### src/rtl/berger_pkg.sv
package berger_pkg;

  // Width of the zero-count field for a given information width.
  function automatic int check_width(input int info_w);
    return $clog2(info_w + 1);
  endfunction

  // Two-rail verdict from the phase bit (rail 0) and the match result.
  // A good word gives complementary rails, a bad word gives equal rails.
  function automatic logic [1:0] rail_pair(input logic phase_bit, input logic match);
    logic upper;
    upper = match ? ~phase_bit : phase_bit;
    return {upper, phase_bit};
  endfunction

endpackage

### src/rtl/berger_zero_counter.sv
module berger_zero_counter #(
  parameter int W  = 8,
  parameter int CW = $clog2(W + 1)
) (
  input  logic [W-1:0]  word_i,
  output logic [CW-1:0] zeros_o
);

  // Ripple of partial sums, one stage per information bit.
  logic [CW-1:0] partial [W+1];

  assign partial[0] = '0;

  for (genvar g = 0; g < W; g++) begin : g_stage
    assign partial[g+1] = partial[g] + CW'(~word_i[g]);
  end

  assign zeros_o = partial[W];

endmodule

### src/rtl/berger_encoder.sv
module berger_encoder #(
  parameter int INFO_W = 8,
  parameter int CHK_W  = $clog2(INFO_W + 1)
) (
  input  logic              clk,
  input  logic              rst_n,
  input  logic              valid_i,
  input  logic [INFO_W-1:0] data_i,
  output logic              valid_o,
  output logic [INFO_W-1:0] data_o,
  output logic [CHK_W-1:0]  check_o
);

  logic [CHK_W-1:0] zeros_now;

  berger_zero_counter #(.W(INFO_W), .CW(CHK_W)) u_count (
    .word_i  (data_i),
    .zeros_o (zeros_now)
  );

  always_ff @(posedge clk or negedge rst_n) begin
    if (!rst_n) begin
      valid_o <= 1'b0;
      data_o  <= '0;
      check_o <= '0;
    end else begin
      valid_o <= valid_i;
      if (valid_i) begin
        data_o  <= data_i;
        check_o <= zeros_now;
      end
    end
  end

endmodule

### src/rtl/berger_checker.sv
module berger_checker
  import berger_pkg::*;
#(
  parameter int INFO_W = 8,
  parameter int CHK_W  = $clog2(INFO_W + 1)
) (
  input  logic              clk,
  input  logic              rst_n,
  input  logic              valid_i,
  input  logic [INFO_W-1:0] data_i,
  input  logic [CHK_W-1:0]  check_i,
  output logic              valid_o,
  output logic [INFO_W-1:0] data_o,
  output logic [1:0]        rail_o,
  output logic              mismatch_o
);

  logic [CHK_W-1:0] zeros_seen;
  logic             phase_q;

  berger_zero_counter #(.W(INFO_W), .CW(CHK_W)) u_count (
    .word_i  (data_i),
    .zeros_o (zeros_seen)
  );

  assign mismatch_o = (zeros_seen != check_i);

  // phase_q is the value that rail 0 takes on the next checked word.
  always_ff @(posedge clk or negedge rst_n) begin
    if (!rst_n) begin
      valid_o <= 1'b0;
      data_o  <= '0;
      rail_o  <= 2'b10;
      phase_q <= 1'b1;
    end else begin
      valid_o <= valid_i;
      if (valid_i) begin
        data_o  <= data_i;
        rail_o  <= rail_pair(phase_q, ~mismatch_o);
        phase_q <= ~phase_q;
      end
    end
  end

endmodule

### src/rtl/berger_codec.sv
module berger_codec #(
  parameter int INFO_W = 8,
  parameter int CHK_W  = $clog2(INFO_W + 1)
) (
  input  logic              clk,
  input  logic              rst_n,
  input  logic              enc_valid_i,
  input  logic [INFO_W-1:0] enc_data_i,
  output logic              enc_valid_o,
  output logic [INFO_W-1:0] enc_data_o,
  output logic [CHK_W-1:0]  enc_check_o,
  input  logic              chk_valid_i,
  input  logic [INFO_W-1:0] chk_data_i,
  input  logic [CHK_W-1:0]  chk_check_i,
  output logic              chk_valid_o,
  output logic [INFO_W-1:0] chk_data_o,
  output logic [1:0]        chk_rail_o
);

  // Comparator result, brought out by name for the property checker.
  logic chk_mismatch;

  berger_encoder #(.INFO_W(INFO_W), .CHK_W(CHK_W)) u_enc (
    .clk     (clk),
    .rst_n   (rst_n),
    .valid_i (enc_valid_i),
    .data_i  (enc_data_i),
    .valid_o (enc_valid_o),
    .data_o  (enc_data_o),
    .check_o (enc_check_o)
  );

  berger_checker #(.INFO_W(INFO_W), .CHK_W(CHK_W)) u_chk (
    .clk        (clk),
    .rst_n      (rst_n),
    .valid_i    (chk_valid_i),
    .data_i     (chk_data_i),
    .check_i    (chk_check_i),
    .valid_o    (chk_valid_o),
    .data_o     (chk_data_o),
    .rail_o     (chk_rail_o),
    .mismatch_o (chk_mismatch)
  );

endmodule

### config.mk
export PLATFORM = sky130hd
export DESIGN_NAME = berger_codec
export DESIGN_NICKNAME = d
export VERILOG_FILES = /design/src/rtl/berger_pkg.sv /design/src/rtl/berger_zero_counter.sv /design/src/rtl/berger_encoder.sv /design/src/rtl/berger_checker.sv /design/src/rtl/berger_codec.sv
export SDC_FILE = /design/constraint.sdc
export NUM_CORES = 1
export LEC_CHECK = 0
export ABC_AREA = 1
export CORE_MARGIN = 10
export CORE_UTILIZATION = 45
export DETAILED_ROUTE_END_ITERATION = 7
export DONT_BUFFER_PORTS = 1
export GPL_ROUTABILITY_DRIVEN = 0
export HOLD_SLACK_MARGIN = 0.12
export SLEW_MARGIN = 15
export SYNTH_ARGS = -nofsm -noshare
export SYNTH_HDL_FRONTEND = slang
export SYNTH_SLANG_ARGS = --single-unit
### constraint.sdc
create_clock -name clk -period 0.9 [get_ports clk]
set_input_delay 0.18 -clock clk [delete_from_list [all_inputs] [get_ports clk]]
set_output_delay 0.18 -clock clk [all_outputs]
set_load 0.05 [all_outputs]
==> results.ini, run 1 <==
[pwr]
p_switching_mw=1.73
power.leakage_nw=1.13
pwr_density_cell_mw_per_mm2=1960
power_mw=4.40
peakVddDrop_v=0.00206
intPower_mw=2.67
combinationalPowerShare_pct=53.3
switching_share_pct=39.2
p_clk_share_pct=11.6
seq_power_share_pct=35.1

[global_routing]
antenna_found_initial=0
grt_pass1_wl_um=5990
grt_overflow_total=0
groute.usage.overall_pct=13.9
grt_pass1_vias=1262
grt_start_max_net_pins=26

[finish]
layout-drive-gt1-share_pct=32.4
area_delta_synth_final_pct=70.8
n_antenna_cell=0
nets=243
utilization_pct=80.7
final_cell_count_no_fill=235

[logic_synthesis]
syn_nets=182
ys_warn_count=0
syn_inst=144
seq_area_frac_synth_pct=47.8
synthDistinctLibCells=17
synth-seq-cells=25
syn_area_per_cell_sq_um=9.12
syn_area_sq_mm=0.00131

[clock_tree]
cts_tree=done
cts_sinks=25
htreeDepth=1
cts_root_buf=clkbuf_4
insertion_delay_ps=320
clkTransAtPathRegs_ps=130
cts_buffers=3
cts.path.max_buffers=2

[timing]
min_period_over_period_pct=298
report.final.slew_viol_count=0
max_freq_ghz=0.373
skew_ps=0.455
setup_slack_ps=-1780
slew_headroom_pct=83.0
period_needed_ps=2680
hold_viol=0
holdWs_ps=140
rsz0062_at_grt=yes
finalSetupViolations=29
worst_pin_slew_ps=255

[placement]
dp_slack_ps=-2180
dpl.hpwl_um=2640
place_inst=206
numPortBuffers=0

[die]
num_io_pins=48
die_w_um=74.0
rows=19
die_height_um=74.0
initial_core_util_pct=47.2
coreArea_sq_mm=0.00278
die_area_sq_mm=0.00548

[drt]
drtAntennaViolNets=0
drcViolationCount=0
drtIter0Drc=80
viasPerCell=4.71
wl_per_cell_um=15.4
num_vias=1106
wl_um=3620
firstDrtPassIters=6

[setup_path]
slowest_delay_ps=520
cp.required_ps=1160
crit_top_cell=fa_1
critical_path_class=in2reg
slowest_stage=fa_1
endpoint_kind=flip-flop
crit_fanout=2
arrival_ps=2940
cp_cell_sequence=fa_1, inv_1, fa_1, fa_1, ha_2, inv_2, fa_1, xor2_1, nand2_1, nor2_2, nand2_1, nand2_1, nand3_1
worstSetupStartpointType=input port

[job]
cap_violations=0

[outcome]
violations=negative setup slack
status=complete, but fails checks

[hold_path]
min_path_type=in2reg

cell usage after synthesis (all sizes together):
master | instances | area [sq um]
nand2 | 45 | 171
inv | 29 | 109
dfrtp | 23 | 576
o21ai | 16 | 80.1
fa | 8 | 160
ha | 6 | 75.1
nand3 | 5 | 25.0
buf | 3 | 15.0
xor2 | 3 | 26.3
dfstp | 2 | 52.6
nor2 | 2 | 10.0
a21oi | 1 | 5.00
xnor2 | 1 | 8.76
worst max-delay path, delay by kind of cell:
family	cells	cell delay, ps
and+or+nand+nor	5	330
xor gates and xnor gates	1	150
adders and majority gates	5	2180
buffers and inverters	2	90
routing by layer:
| metal | GRT usage, % | routed length, um | vias to the layer above |
|---|---|---|---|
| met5 | 0 | 0 | - |
| met4 | 4.35 | 35 | 0 |
| met3 | 5.19 | 331 | 5 |
| met2 | 23.8 | 1850 | 36 |
| met1 | 15.6 | 1390 | 512 |
| li1 | - | - | 553 |
sequential cells by signal, indices dropped and copies added, names as in the netlist:
register and flops:
u_chk.phase_q 1, u_enc.valid_o 1, u_enc.check_o 4, u_enc.data_o 8
u_chk.rail_o 2, u_chk.data_o 8, u_chk.valid_o 1
repair_timing:
action	in CTS	in global routing
gates resized for setup	11	5
setup buffers	6	2
endpoints found under the setup margin	29	46
pin swaps	9	6
hold buffers	17	0
endpoints found under the hold margin	47	0
gates cloned	0	0
worst paths after layout:
path	cells past startpoint	from	end	slack (ps)
worst max-delay path	13	chk_data_i[6]	u_chk.rail_o[1]	-1780
worst min register to register	1	u_chk.phase_q	u_chk.phase_q	540
min in group asynchronous	2	rst_n	u_enc.data_o[2]	280
max in group asynchronous	2	rst_n	u_chk.phase_q	390
worst min-delay path	3	chk_data_i[2]	u_chk.data_o[2]	140
worst max register to register	4	u_enc.check_o[2]	u_enc.check_o[2]	-10
layout by cell type, fill, tap and decap left out, types with 6 or more instances in the layout:
cell type and n:
o21ai_1 7, inv_1 21, dfrtp_1 23, buf_4 16, o21ai_0 9, buf_12 26, fa_1 6, dlygate4sd3_1 14
nand2_1 43
kinds of logic (layout without fill, tap and decap cells):
group                    Yosys count  after routing  synth area share, %
AO/OA/AOI/OAI                     17             17                 6.48
XOR/XNOR                           4              4                 2.67
adder cells (fa/ha/maj)           14             14                 17.9
buffers and inverters             32             92                 9.43
flip-flops                        25             25                 47.8
AND/OR/NAND/NOR                   52             52                 15.7
power groups by stage:
stage / Clock [mW] / Combinational [mW] / Sequential (mW)
after CTS: 0.526 / 2.33 / 1.55
after global routing: 0.571 / 2.51 / 1.57
after detailed placement: 0 / 2.13 / 1.57
after floorplan: 0 / 0.631 / 2.04
after global placement: 0 / 2.07 / 1.56
final: 0.512 / 2.34 / 1.55
area by class of cell:
cell class,count,area (sq um)
timing repair buffer,59,817
sequential,25,628
multi-input combinational,87,601
fill,182,538
inverter,29,131
tap,31,38.8
clock buffer,3,22.5
clock inverter,1,5.00
through the flow:
step	setup TNS (ps)	area, sq um
floorplan	-7650	1350
detailed placement	-8370	1940
global route	-12330	2240
CTS	-12910	2220
finish	-11310	2240
global placement	-8160	1940
Power figures use the tool's default switching activity.
==> inputs of run 2 (changes only) <==
PLACE_DENSITY = 0.67   (was unset)
==> results.ini, run 2 (synthesis results as in run 1) <==
[global_routing]
grt_pass1_vias=1294
groute.usage.overall_pct=14.1
grt_overflow_total=0
grt_pass1_wl_um=6120
grt_start_max_net_pins=26
antenna_found_initial=0

[drt]
met1_length_um=1460
highest_layer=met4
wl_met2_um=2090
drtIter0Drc=79
firstDrtPassIters=4
num_vias=1166
viasPerCell=4.98
wl_um=3810
drtAntennaViolNets=0
drcViolationCount=0
wl_per_cell_um=16.3
met3_length_um=238

[clock_tree]
htreeDepth=1
cts_tree=done
insertion_delay_ps=320
cts_buffers=3
cts_sinks=25
cts_root_buf=clkbuf_4
cts.path.max_buffers=2
clkTransAtPathRegs_ps=140

[finish]
utilization_pct=80.4
nets=242
layout_common_cells=43 x nand2_1, 26 x buf_12, 23 x dfrtp_1
n_antenna_cell=0
area_delta_synth_final_pct=70.2
largest_registers=u_chk.data_o (8), u_enc.data_o (8), u_enc.check_o (4)
layout-drive-gt1-share_pct=31.5
final_cell_count_no_fill=234
final_common_cell=nand2_1

[setup_path]
crit_top_cell=fa_1
endpoint_kind=flip-flop
cp_num_buf_inv=2
crit_fanout=2
cp.required_ps=1170
arrival_ps=3000
critical_path_class=in2reg
cp_cell_sequence=fa_1, inv_1, fa_1, fa_1, ha_2, inv_2, fa_1, xor2_1, nand2_1, nor2_2, nand3_1, nand3_1
cpLargestDelayFamily=adder cells
slowest_delay_ps=520
worstSetupStartpointType=input port
slowest_stage=fa_1

[die]
die_area_sq_mm=0.00548
rows=19
die_height_um=74.0
coreArea_sq_mm=0.00278
num_io_pins=48
initial_core_util_pct=47.2
die_w_um=74.0

[outcome]
violations=negative setup slack
status=complete, but fails checks

[pwr]
peakVddDrop_v=0.00176
power.leakage_nw=1.13
pwr_density_cell_mw_per_mm2=1980
power_mw=4.42

[timing]
max_freq_ghz=0.366
min_period_over_period_pct=303
period_needed_ps=2730
finalSetupTns_ps=-11480
setup_slack_ps=-1830
holdWs_ps=125
rsz0062_at_grt=yes
finalSetupViolations=30
report.final.slew_viol_count=0
hold_viol=0
skew_ps=2.22
worst_pin_slew_ps=315
slew_headroom_pct=79.0

[placement]
dpl.hpwl_um=2710
place_inst=204
numPortBuffers=0

[job]
cap_violations=0

[hold_path]
min_path_type=in2reg

## run 2: cell types whose count changed in the layout (fill, tap and decap cells not counted), sizes merged
cell | previous run | this run
dlygate4sd3 | 14 | 16
dlymetal6s4s | 2 | 1
buf | 43 | 41
## run 2: worst min-delay path, cell delays in order
cell	delay, ps
inv_1	70
buf_4	110
o21ai_0	60
## run 2: worst paths after layout
kind / from / endpoint / slack (ps) / depth (start not counted)
max: chk_data_i[6] / u_chk.rail_o[1] / -1830 / 12
min: chk_data_i[0] / u_chk.data_o[0] / 120 / 3
max in group asynchronous: rst_n / u_chk.rail_o[1] / 400 / 2
max reg2reg: u_enc.data_o[3] / u_enc.data_o[3] / -20 / 4
min in group asynchronous: rst_n / u_enc.data_o[3] / 270 / 2
min reg2reg: u_chk.rail_o[1] / u_chk.rail_o[1] / 550 / 2
## run 2: layout make-up
class | instances | area [sq um]
repair buffers | 58 | 813
flip-flops and latches | 25 | 628
multi-input cells | 87 | 604
fillers | 162 | 546
inverters | 29 | 124
well taps | 31 | 38.8
clock buffers | 3 | 22.5
clock inverters | 1 | 5.00
## run 2: metrics by stage
step	setup WS [ps]	instance area, sq um
6_report	-1830	2240
5_1_grt	-1880	2240
4_1_cts	-1810	2170
3_5_place_dp	-2190	1930
3_3_place_gp	-2060	1930
2_1_floorplan	-2010	1350
## run 2: report_power, final
group / internal, mW / leakage [nW] / switching (mW)
clock: 0.166 / 0.0177 / 0.354
sequential: 1.34 / 0.302 / 0.204
combinational: 1.16 / 0.806 / 1.20
## run 2: layer usage
metal | global-route usage (%) | vias to the layer above
li1 | - | 552
met3 | 3.86 | 4
met5 | 0 | -
met1 | 14.7 | 562
met2 | 26.7 | 48
met4 | 3.73 | 0
## run 2: repair_timing
item                       CTS  global route
gates cloned                 0             0
pin swaps                   11             9
gates resized for setup      9             6
buffers inserted             2             7
hold endpoints to repair    48             0
setup endpoints to repair   29            38
hold buffers                18             0
